### src/rtl/sertx_pkg.sv
package sertx_pkg;
  localparam int DATA_W   = 8;
  localparam int FRAME_W  = 13;  // start + 8 data + addr + parity + 2 stop
  localparam int LEN_W    = 4;
  localparam int GAP_BITS = 11;
  localparam int GAP_W    = 4;

  typedef enum logic [1:0] {ST_IDLE, ST_GAP, ST_SEND} tx_state_e;

  typedef struct packed {
    logic [2:0] len_m1;
    logic       par_en;
    logic       par_even;
    logic       two_stop;
    logic       addr_mode;
  } fmt_t;

  typedef struct packed {
    logic [LEN_W-1:0]   len;
    logic [FRAME_W-1:0] bits;
  } frame_t;

  // Bit 0 of the result is the first bit sent on the line.
  function automatic frame_t pack_frame(input logic [DATA_W-1:0] d,
                                        input fmt_t f, input logic mark);
    frame_t             r;
    logic [LEN_W-1:0]   pos;
    logic [DATA_W-1:0]  dd;
    logic               p;
    r.bits    = '1;
    r.bits[0] = 1'b0;
    pos       = LEN_W'(1);
    dd        = d;
    p         = 1'b0;
    for (int i = 0; i < DATA_W; i++) begin
      if (i <= int'(f.len_m1)) begin
        r.bits[pos] = dd[0];
        p           = p ^ dd[0];
        pos         = pos + LEN_W'(1);
      end
      dd = dd >> 1;
    end
    if (f.addr_mode) begin
      r.bits[pos] = mark;
      pos         = pos + LEN_W'(1);
    end
    if (f.par_en) begin
      r.bits[pos] = f.par_even ? p : ~p;
      pos         = pos + LEN_W'(1);
    end
    r.len = pos + (f.two_stop ? LEN_W'(2) : LEN_W'(1));
    return r;
  endfunction
endpackage

### src/rtl/sertx_baud.sv
module sertx_baud #(
  parameter int DIV_W = 16
) (
  input  logic             clk,
  input  logic             rst,
  input  logic             en,
  input  logic [DIV_W-1:0] div,
  output logic             tick
);
  localparam int CNT_W = DIV_W + 4;

  logic [CNT_W-1:0] cnt;
  logic [CNT_W-1:0] last;

  always_comb begin
    if (div == '0) last = CNT_W'(15);
    else           last = ((CNT_W'(div) + CNT_W'(1)) << 3) - CNT_W'(1);
  end

  always_ff @(posedge clk) begin
    if (rst || !en) begin
      cnt  <= '0;
      tick <= 1'b0;
    end else if (cnt >= last) begin
      cnt  <= '0;
      tick <= 1'b1;
    end else begin
      cnt  <= cnt + CNT_W'(1);
      tick <= 1'b0;
    end
  end
endmodule

### src/rtl/sertx_fifo.sv
module sertx_fifo #(
  parameter int DW    = 8,
  parameter int DEPTH = 16
) (
  input  logic          clk,
  input  logic          rst,
  input  logic          single,
  input  logic          wr_en,
  input  logic [DW-1:0] wr_data,
  input  logic          rd_en,
  output logic [DW-1:0] rd_data,
  output logic          full,
  output logic          empty
);
  localparam int AW = (DEPTH > 1) ? $clog2(DEPTH) : 1;
  localparam int CW = $clog2(DEPTH + 1);

  logic [DW-1:0] mem [DEPTH];
  logic [AW-1:0] wp, rp;
  logic [CW-1:0] cnt;
  logic          do_wr, do_rd;

  assign full    = single ? (cnt != '0) : (cnt == CW'(DEPTH));
  assign empty   = (cnt == '0);
  assign do_wr   = wr_en && !full;
  assign do_rd   = rd_en && !empty;
  assign rd_data = mem[rp];

  always_ff @(posedge clk) begin
    if (do_wr) mem[wp] <= wr_data;
  end

  always_ff @(posedge clk) begin
    if (rst) begin
      wp  <= '0;
      rp  <= '0;
      cnt <= '0;
    end else begin
      if (do_wr) wp <= (wp == AW'(DEPTH - 1)) ? '0 : wp + AW'(1);
      if (do_rd) rp <= (rp == AW'(DEPTH - 1)) ? '0 : rp + AW'(1);
      unique case ({do_wr, do_rd})
        2'b10:   cnt <= cnt + CW'(1);
        2'b01:   cnt <= cnt - CW'(1);
        default: cnt <= cnt;
      endcase
    end
  end
endmodule

### src/rtl/sertx_engine.sv
module sertx_engine
  import sertx_pkg::*;
#(
  parameter int DLY_W = 8
) (
  input  logic              clk,
  input  logic              rst,
  input  logic              en,
  input  logic              tick,
  input  logic              avail,
  input  logic [DATA_W-1:0] din,
  input  fmt_t              fmt,
  input  logic              fifo_mode,
  input  logic [DLY_W-1:0]  gap_delay,
  input  logic              wake_set,
  output logic              pop,
  output logic              txd,
  output logic              txd_nx,
  output logic              busy,
  output logic              in_gap
);
  tx_state_e          st, st_n;
  logic [FRAME_W-1:0] sh, sh_n;
  logic [LEN_W-1:0]   rem, rem_n;
  logic [GAP_W-1:0]   gap, gap_n;
  logic [DLY_W-1:0]   dly, dly_n;
  logic               wake_q, wake_n;
  logic               launch;
  frame_t             fr;

  always_comb begin
    fr     = pack_frame(din, fmt, wake_q);
    st_n   = st;
    sh_n   = sh;
    rem_n  = rem;
    gap_n  = gap;
    dly_n  = dly;
    txd_nx = txd;
    pop    = 1'b0;
    launch = 1'b0;
    wake_n = wake_q | wake_set;
    if (!en) begin
      st_n   = ST_IDLE;
      txd_nx = 1'b1;
      dly_n  = '0;
    end else if (tick) begin
      unique case (st)
        ST_IDLE: begin
          if (dly > DLY_W'(1)) dly_n = dly - DLY_W'(1);
          else begin
            dly_n  = '0;
            launch = avail;
          end
        end
        ST_GAP: begin
          if (gap == '0) begin
            st_n   = ST_SEND;
            txd_nx = 1'b0;
          end else gap_n = gap - GAP_W'(1);
        end
        ST_SEND: begin
          if (rem == '0) begin
            if (fifo_mode && gap_delay != '0) begin
              st_n   = ST_IDLE;
              txd_nx = 1'b1;
              dly_n  = gap_delay;
            end else if (avail) launch = 1'b1;
            else begin
              st_n   = ST_IDLE;
              txd_nx = 1'b1;
            end
          end else begin
            txd_nx = sh[0];
            sh_n   = {1'b1, sh[FRAME_W-1:1]};
            rem_n  = rem - LEN_W'(1);
          end
        end
        default: st_n = ST_IDLE;
      endcase
    end
    if (launch) begin
      pop    = 1'b1;
      wake_n = wake_set;
      sh_n   = {1'b1, fr.bits[FRAME_W-1:1]};
      rem_n  = fr.len - LEN_W'(1);
      if (wake_q && !fmt.addr_mode) begin
        st_n   = ST_GAP;
        gap_n  = GAP_W'(GAP_BITS - 1);
        txd_nx = 1'b1;
      end else begin
        st_n   = ST_SEND;
        txd_nx = fr.bits[0];
      end
    end
  end

  always_ff @(posedge clk) begin
    if (rst) begin
      st     <= ST_IDLE;
      sh     <= '1;
      rem    <= '0;
      gap    <= '0;
      dly    <= '0;
      wake_q <= 1'b0;
      txd    <= 1'b1;
    end else begin
      st     <= st_n;
      sh     <= sh_n;
      rem    <= rem_n;
      gap    <= gap_n;
      dly    <= dly_n;
      wake_q <= wake_n;
      txd    <= txd_nx;
    end
  end

  assign busy   = (st != ST_IDLE);
  assign in_gap = (st == ST_GAP);
endmodule

### src/rtl/sertx_wake.sv
module sertx_wake
  import sertx_pkg::*;
#(
  parameter int DEPTH = 16,
  parameter int DIV_W = 16,
  parameter int DLY_W = 8
) (
  input  logic              clk,
  input  logic              rst,
  input  logic              tx_en,
  input  logic              fifo_mode,
  input  logic              wr_valid,
  input  logic [DATA_W-1:0] wr_data,
  output logic              wr_ready,
  input  logic [2:0]        char_len,
  input  logic              par_en,
  input  logic              par_even,
  input  logic              two_stop,
  input  logic              addr_mode,
  input  logic              loopback_en,
  input  logic              wake_set,
  input  logic [DLY_W-1:0]  gap_delay,
  input  logic [DIV_W-1:0]  baud_div,
  output logic              txd,
  output logic              loop_rxd,
  output logic              tx_rdy,
  output logic              tx_empty
);
  logic              bit_tick, in_gap, busy, pop, txd_nx;
  logic              fifo_full, fifo_empty;
  logic [DATA_W-1:0] head;
  fmt_t              fmt;

  assign fmt = '{len_m1: char_len, par_en: par_en, par_even: par_even,
                 two_stop: two_stop, addr_mode: addr_mode};

  sertx_baud #(.DIV_W(DIV_W)) u_baud (
    .clk(clk), .rst(rst), .en(tx_en), .div(baud_div), .tick(bit_tick)
  );

  sertx_fifo #(.DW(DATA_W), .DEPTH(DEPTH)) u_fifo (
    .clk(clk), .rst(rst), .single(!fifo_mode),
    .wr_en(wr_valid), .wr_data(wr_data),
    .rd_en(pop), .rd_data(head), .full(fifo_full), .empty(fifo_empty)
  );

  sertx_engine #(.DLY_W(DLY_W)) u_eng (
    .clk(clk), .rst(rst), .en(tx_en), .tick(bit_tick), .avail(!fifo_empty),
    .din(head), .fmt(fmt), .fifo_mode(fifo_mode), .gap_delay(gap_delay),
    .wake_set(wake_set), .pop(pop), .txd(txd), .txd_nx(txd_nx),
    .busy(busy), .in_gap(in_gap)
  );

  always_ff @(posedge clk) begin
    if (rst) loop_rxd <= 1'b1;
    else     loop_rxd <= loopback_en ? txd_nx : 1'b1;
  end

  assign wr_ready = !fifo_full;
  assign tx_rdy   = fifo_empty;
  assign tx_empty = fifo_empty && !busy;
endmodule

### config.mk
export PLATFORM = sky130hd
export DESIGN_NAME = sertx_wake
export DESIGN_NICKNAME = d
export VERILOG_FILES = /design/src/rtl/sertx_pkg.sv /design/src/rtl/sertx_baud.sv /design/src/rtl/sertx_fifo.sv /design/src/rtl/sertx_engine.sv /design/src/rtl/sertx_wake.sv
export SDC_FILE = /design/constraint.sdc
export NUM_CORES = 1
export LEC_CHECK = 0
export BUFFER_PORTS_ARGS = -buffer_cell sky130_fd_sc_hd__buf_2
export CORE_MARGIN = 2
export CORE_UTILIZATION = 36
export DETAILED_ROUTE_END_ITERATION = 6
export PLACE_DENSITY = 0.5
export SLEW_MARGIN = 20
export SYNTH_ARGS = -nofsm -noshare
export SYNTH_HDL_FRONTEND = slang
export SYNTH_SLANG_ARGS = --single-unit
### constraint.sdc
create_clock -name clk -period 6.96 [get_ports clk]
set_input_delay 1.044 -clock clk [delete_from_list [all_inputs] [get_ports clk]]
set_output_delay 1.044 -clock clk [all_outputs]
set_load 0.005 [all_outputs]
Word level (Yosys, flattened, before mapping)
Memories as Yosys holds them, arrays and structs flattened. A register that Yosys moved wholly into a read port is not among the register bits.
Index checks and enable logic that the tools add are counted.

word-level totals
  flip-flop bits (word level) = 67
  logic and storage cells = 231
  input port bits = 46
  bits in writable memories = 128
  memories kept = 1
  output and inout port bits = 5

cells by class
  reductions and logical operators = 38
  eq/ne operators = 15
  add/subtract/negate cells = 20
  mux-type cells = 108
  bitwise logic cells = 11
  order comparisons = 25

memories
  memory      words  bits a word  rd ports  clocked after memory_dff  write ports  RTL line          text
  u_fifo.mem  16     8            1         1                         1            sertx_fifo.sv:18  logic [DW-1:0] mem [DEPTH];

operator list
  operator               number
  $bwmux 13              8
  $mux 13                8
  $mux 4                 23
  $mux 12                5
  $add 4x1->4 const B    10
  $lt 4x5->1 const B     8
  $mux 1                 37
  $demux 1 s4            8
  $ge 4x1->1 const B     8
  $mux 8                 3
  $add 20x1->20 const B  1
  $ge 20x20->1           1
  $mux 20                1
  $sub 20x1->20 const B  1
  $mux 2                 9
  $add 16x1->17 const B  1
  $logic_not 16->1       1
  $pmux 8 s2             1
  $logic_and 1x1->1      13
  $le 3x3->1 const A     4
  $reduce_bool 2->1      6
  $sub 4x1->4 const B    3
  $pmux 5 s2             1
  $eq 4x4->1 const B     2
  31 further kinds       54

Depth between registers and ports, before layout
  depth after elaboration = 24
  gate-level depth with buffers = 32
  depth with buffers taken out = 25

Modules after synthesis
A second synthesis with hierarchy kept.

unflattened totals
  cell total of the unflattened synthesis = 1194
  area, all modules = 12296.8 sq um

by module, submodules not included
  module        area each (sq um)  times used  seq. area each (sq um)  cells each
  sertx_fifo    5839.4             1           4184.0                  316
  sertx_engine  4285.4             1           640.6                   602
  sertx_baud    2125.8             1           420.4                   270
  sertx_wake    46.3               1           20.0                    6

Worst setup path after synthesis
Ideal clock, no wire load.

  path kind = in2reg
  from = in char_len[2]
  to = reg u_eng.rem[3]
  path slack = -0.354 ns
  buffers on the path = 7
  library setup time = 0.132 ns
  stages on the path = 32
  required time = 6.828 ns
  arrival time = 7.182 ns
  cells stage by stage = clkbuf_1 buf_1 inv_1 ha_1 nand2b_1 inv_1 ha_1 buf_2 buf_1 xor2_1 inv_1 ha_1 clkbuf_1 nand2_1 a21boi_1 clkbuf_1 or3_1 nand2_1 inv_1 ha_1 and2_1 clkbuf_1 xnor2_1 a2111o_1 nand2_1 fa_1 xnor2_1 a2111oi_0 a211oi_1 o2111a_1 o21ai_0 a21oi_1

on the way
  word-level cells in the longest chain between the ends = 21
  elaborated cells between the ends (all ways) = 27
  classes of those cells = 10 x add/sub; 7 x order compare; 10 x mux

ends and longest elaborated chain
  element                 RTL line             text
  start: declaration      sertx_wake.sv:15     input logic [2:0] char_len,
  $le 1x3->1              sertx_pkg.sv:36      if (i <= int'(f.len_m1)) begin
  $mux 1                  sertx_pkg.sv:36
  $add 4x1->4             sertx_pkg.sv:39      pos = pos + LEN_W'(1);
  $mux 4                  sertx_pkg.sv:36
  $add 4x1->4             sertx_pkg.sv:39
  $mux 4                  sertx_pkg.sv:36
  $add 4x1->4             sertx_pkg.sv:39
  $mux 4                  sertx_pkg.sv:36
  [5 not listed]          --
  $mux 4 *                sertx_pkg.sv:36
  $add 4x1->4             sertx_pkg.sv:45      pos = pos + LEN_W'(1);
  $mux 4 *                sertx_pkg.sv:43      if (f.addr_mode) begin
  $add 4x1->4             sertx_pkg.sv:49      pos = pos + LEN_W'(1);
  $mux 4 *                sertx_pkg.sv:47      if (f.par_en) begin
  $add 4x4->4 *           sertx_pkg.sv:51      r.len = pos + (f.two_stop ? LEN_W'(2) : LEN_W'(1));
  $sub 4x1->4 *           sertx_engine.sv:85   rem_n = fr.len - LEN_W'(1);
  $mux 4 *                sertx_engine.sv:81   if (launch) begin
  end signal: assignment  sertx_engine.sv:109  rem <= rem_n;
  end: declaration        sertx_engine.sv:24   logic [LEN_W-1:0] rem, rem_n;

Mark *: on every way between the ends. The rest lies on a longest branch, timed or not.
A chain may end at the register's enable or synchronous reset.

Final worst setup path
  from = in char_len[1]
  to = reg u_eng.rem[3]

Same word-level chain as after synthesis.

==> flow_summary_export.csv <==
group,metric,value,unit
outcome,status,"finished, final reports clean",
cts,cts_tree,"built",
synthesis,synthArstFlopShare,0,%
floorplanning,ios,51,
place,placed_area,0.0127,mm2
place,hpwl,21700,um
cells_and_area,syn_to_final_growth,11.3,%
route,drt-initial-drc-count,631,
power_and_ir_drop,seqPwrFrac,44.6,%
worst_setup_path,cp.arrival,6.55,ns
cts,clockBufferDepth,2,
synthesis,syn_area_per_cell,10.3,um2
cts,clk_latency,0.44,ns
synthesis,synth-seq-cells,199,
synthesis,synthAdderAreaFrac,6.08,%
synthesis,synthCells,1163,
worst_setup_path,reg2reg_setup_slack,2.89,ns
route,drc,0,
sta,rsz0062_at_grt,"false",
min_path,hold_start,"u_eng.rem[1]$_SDFFE_PP0P_",
floorplanning,fp.dieH,186,um
global_routing,grt_max_degree,34,
sta,period_needed,6.25,ns
route,wl_per_cell,18.8,um
synthesis,synthesis.area,0.0120,mm2
floorplanning,coreArea,0.0326,mm2
power_and_ir_drop,cellInternalPower,2030,uW
synthesis,synthSimpleGateAreaFrac,15.8,%
route,viasPerCell,5.62,
power_and_ir_drop,ir_drop,0.175,mV
worst_setup_path,critical_path_required,7.26,ns
floorplanning,dieArea,0.0347,mm2
power_and_ir_drop,swShare,30.6,%
cells_and_area,antenna_cells,0,
worst_setup_path,reg2reg_from,"u_eng.rem[0]$_SDFFE_PP0P_",
global_routing,grt_pass1_wl,49300,um
worst_setup_path,worstSetupEndpointType,"register",
power_and_ir_drop,powerDensity,219,mW/mm2
synthesis,ys_warn_count,0,
worst_setup_path,startpoint,"char_len[1]",
synthesis,synth-edff-count,128,
worst_setup_path,crit_fanout,13,
cts,cts.repair.resized,0,
worst_setup_path,crit_type,"input pin to register",
sta,finalSetupTns,0,ns
synthesis,synth_xor_area_share,5.17,%
global_routing,antenna_found_initial,0,
route,first_pass_iters,5,
cells_and_area,drive_gt1_share,13.4,%
synthesis,synth_top_family_by_area,"compound AO/OA/AOI/OAI gates",
power_and_ir_drop,p_leak,0.00468,uW
min_path,hp-class,"register to register",
cts,post_cts_buffers,0,
route,drtAntennaViolNets,0,
cts,htree_levels,4,
place,gp_congestion,0.865,
sta,setup_viol,0,
synthesis,ys_seq_area_share,44.0,%
cells_and_area,nets,1288,
power_and_ir_drop,comb_power_share,18.7,%
sta,hold_viol_final,0,
global_routing,grt_remaining_overflow,0,
synthesis,synth_ff_type,"edfxtp_1",
floorplanning,num_rows,66,
cts,cts_root_buffer,"clkbuf_16",
route,finalWirelength,30900,um
power_and_ir_drop,switching_power,893,uW
place,port_buffers,50,
global_routing,grt_pass1_vias,8830,
sta,fin_crit_sh,89.8,%
cts,path_clk_slew,0.07,ns
floorplanning,initial_utilization,36.7,%
sta,relSlewSlack,26.8,%
cts,hold_buffers,0,
job,cap_violations,0,
floorplanning,die_x,186,um
worst_setup_path,cp-start-kind,"input pin",
cells_and_area,fin_area,0.0133,mm2
route,vias,9211,
synthesis,yosysUniqueCellTypes,81,
power_and_ir_drop,pwr-share-clk,36.7,%
global_routing,grt_usage,17.8,%
sta,fin_worst_skew,0.0107,ns
sta,drv_slew,0,
cts,cts_inserted_buffers,17,
sta,hold_slack,0.490,ns
cts,cts.sink_count,199,
synthesis,synthMuxAreaShare,8.61,%
sta,worst_pin_slew,1.09,ns
synthesis,synth_compound_area_share,16.3,%
synthesis,synth_nets,1266,
sta,clock.fmax,160,MHz
==> placed cells by master (no fill, tap or decap), drive strengths merged, types with 33 or more instances in the layout <==
cell type  instances
dfxtp             71
edfxtp           128
buf               75
a211oi            34
o21ai             53
nand3             42
nand2             87
ha                55
inv               52
xnor2             33
nor2              93
a21oi             47
nor3              38
==> sequential cells by signal, indices dropped and copies added (netlist names), named ones only <==
signal	flops
loop_rxd	1
u_eng.gap	4
u_fifo.wp	4
u_eng.sh	12
u_eng.txd	1
u_baud.tick	1
u_eng.st	2
u_fifo.cnt	5
u_eng.rem	4
u_eng.dly	8
u_baud.cnt	20
u_fifo.mem	128
u_fifo.rp	4
u_eng.wake_q	1
==> critical path: stages <==
cell and delay [ns]:
buf_2 0.10, inv_1 0.13, ha_1 0.44, nand2_1 0.17, o221ai_1 0.33, xor2_1 0.24, inv_1 0.09, ha_1 0.42
nand2_1 0.09, a21boi_1 0.16, or3_1 0.45, nand2_1 0.16, inv_1 0.08, ha_1 0.18, and2_1 0.22, xnor2_1 0.24
a2111o_1 0.18, nand2_1 0.10, fa_1 0.47, xnor2_1 0.17, a2111oi_2 0.40, a211oi_1 0.11, o2111a_1 0.28, o21ai_0 0.19
a21oi_1 0.09
==> metal layers <==
layer	track usage [%]	wire, um
met1	25.0	14700
met2	28.4	14100
met3	2.80	1440
met4	4.98	549
met5	0	0
==> per-stage QoR <==
stage               setup WS [ns]  power (uW)  utilization, %  cells
floorplan                  0.0103        1690               -   1163
CTS                         0.785        2940            40.8   1640
global placement            0.532        1870            38.8   1608
detailed placement          0.343        1870            38.8   1608
finish                      0.709        2920            40.8   1640
global route                0.234        3040            40.8   1640
==> cells in the mapped netlist (4+ instances only) <==
library cell / number / area share [%]
xor2_1: 30 / 2.2
a21o_1: 12 / 0.75
a31o_2: 5 / 0.37
nor2b_1: 11 / 0.57
a22oi_1: 12 / 0.75
and3_1: 22 / 1.1
and4_1: 4 / 0.29
o21ai_0: 52 / 2.2
mux2_2: 7 / 0.66
a21oi_1: 47 / 2.0
buf_1: 5 / 0.16
a311oi_1: 5 / 0.37
o22ai_1: 7 / 0.37
o31ai_1: 8 / 0.50
mux2i_1: 22 / 1.8
or3_1: 11 / 0.57
nand4_1: 19 / 0.99
or4_1: 6 / 0.38
edfxtp_1: 128 / 32
nor4_1: 11 / 0.57
mux4_2: 29 / 5.5
a31oi_1: 6 / 0.31
nand3_1: 42 / 1.8
a22o_1: 4 / 0.29
inv_1: 41 / 1.3
clkbuf_1: 56 / 1.8
o211ai_1: 15 / 0.94
ha_1: 55 / 5.7
a32oi_1: 5 / 0.37
dfxtp_1: 71 / 12
o21a_1: 8 / 0.50
nand2_1: 87 / 2.7
nand2b_1: 13 / 0.68
a211oi_1: 34 / 2.1
and2_1: 11 / 0.57
nor2_1: 93 / 2.9
xnor2_1: 33 / 2.4
nor3b_1: 4 / 0.25
or2_2: 4 / 0.21
nor3_1: 38 / 1.6
o2111ai_1: 4 / 0.29
a32o_1: 6 / 0.50
a221oi_1: 7 / 0.51
buf_2: 7 / 0.29
==> final cells by class <==
class                   instances  area, um2
multi-input cells             847       6240
clock inverters                15        225
inverters                      45        169
repair buffers                 75        438
fillers                      3186      19300
clock buffers                  17        425
flip-flops and latches        199       5270
well taps                     442        553
==> worst paths after layout <==
check,endpoint,depth (start not counted)
max,u_eng.rem[3]$_SDFFE_PP0P_,25
min,u_eng.rem[1]$_SDFFE_PP0P_,2
max reg2reg,u_fifo.cnt[4]$_SDFFE_PP0P_,13
min reg2reg,u_eng.rem[1]$_SDFFE_PP0P_,2
==> cell families (layout without fill, tap and decap cells) <==
group | Yosys count | in the layout
adder cells (fa/ha/maj) | 57 | 57
buffers and inverters | 117 | 152
AND/OR/NAND/NOR | 384 | 384
XOR/XNOR | 66 | 66
AO/OA/AOI/OAI | 279 | 279
flip-flops | 199 | 199
multiplexers | 61 | 61
==> power groups by stage <==
stage	Sequential (uW)	Clock [uW]	Combinational, uW
2_1_floorplan	1330	0	362
3_3_place_gp	1330	0	540
3_5_place_dp	1330	0	538
4_1_cts	1300	1100	543
5_1_grt	1310	1140	595
6_report	1300	1070	545
Note: power is estimated with default switching activity, not from simulation.
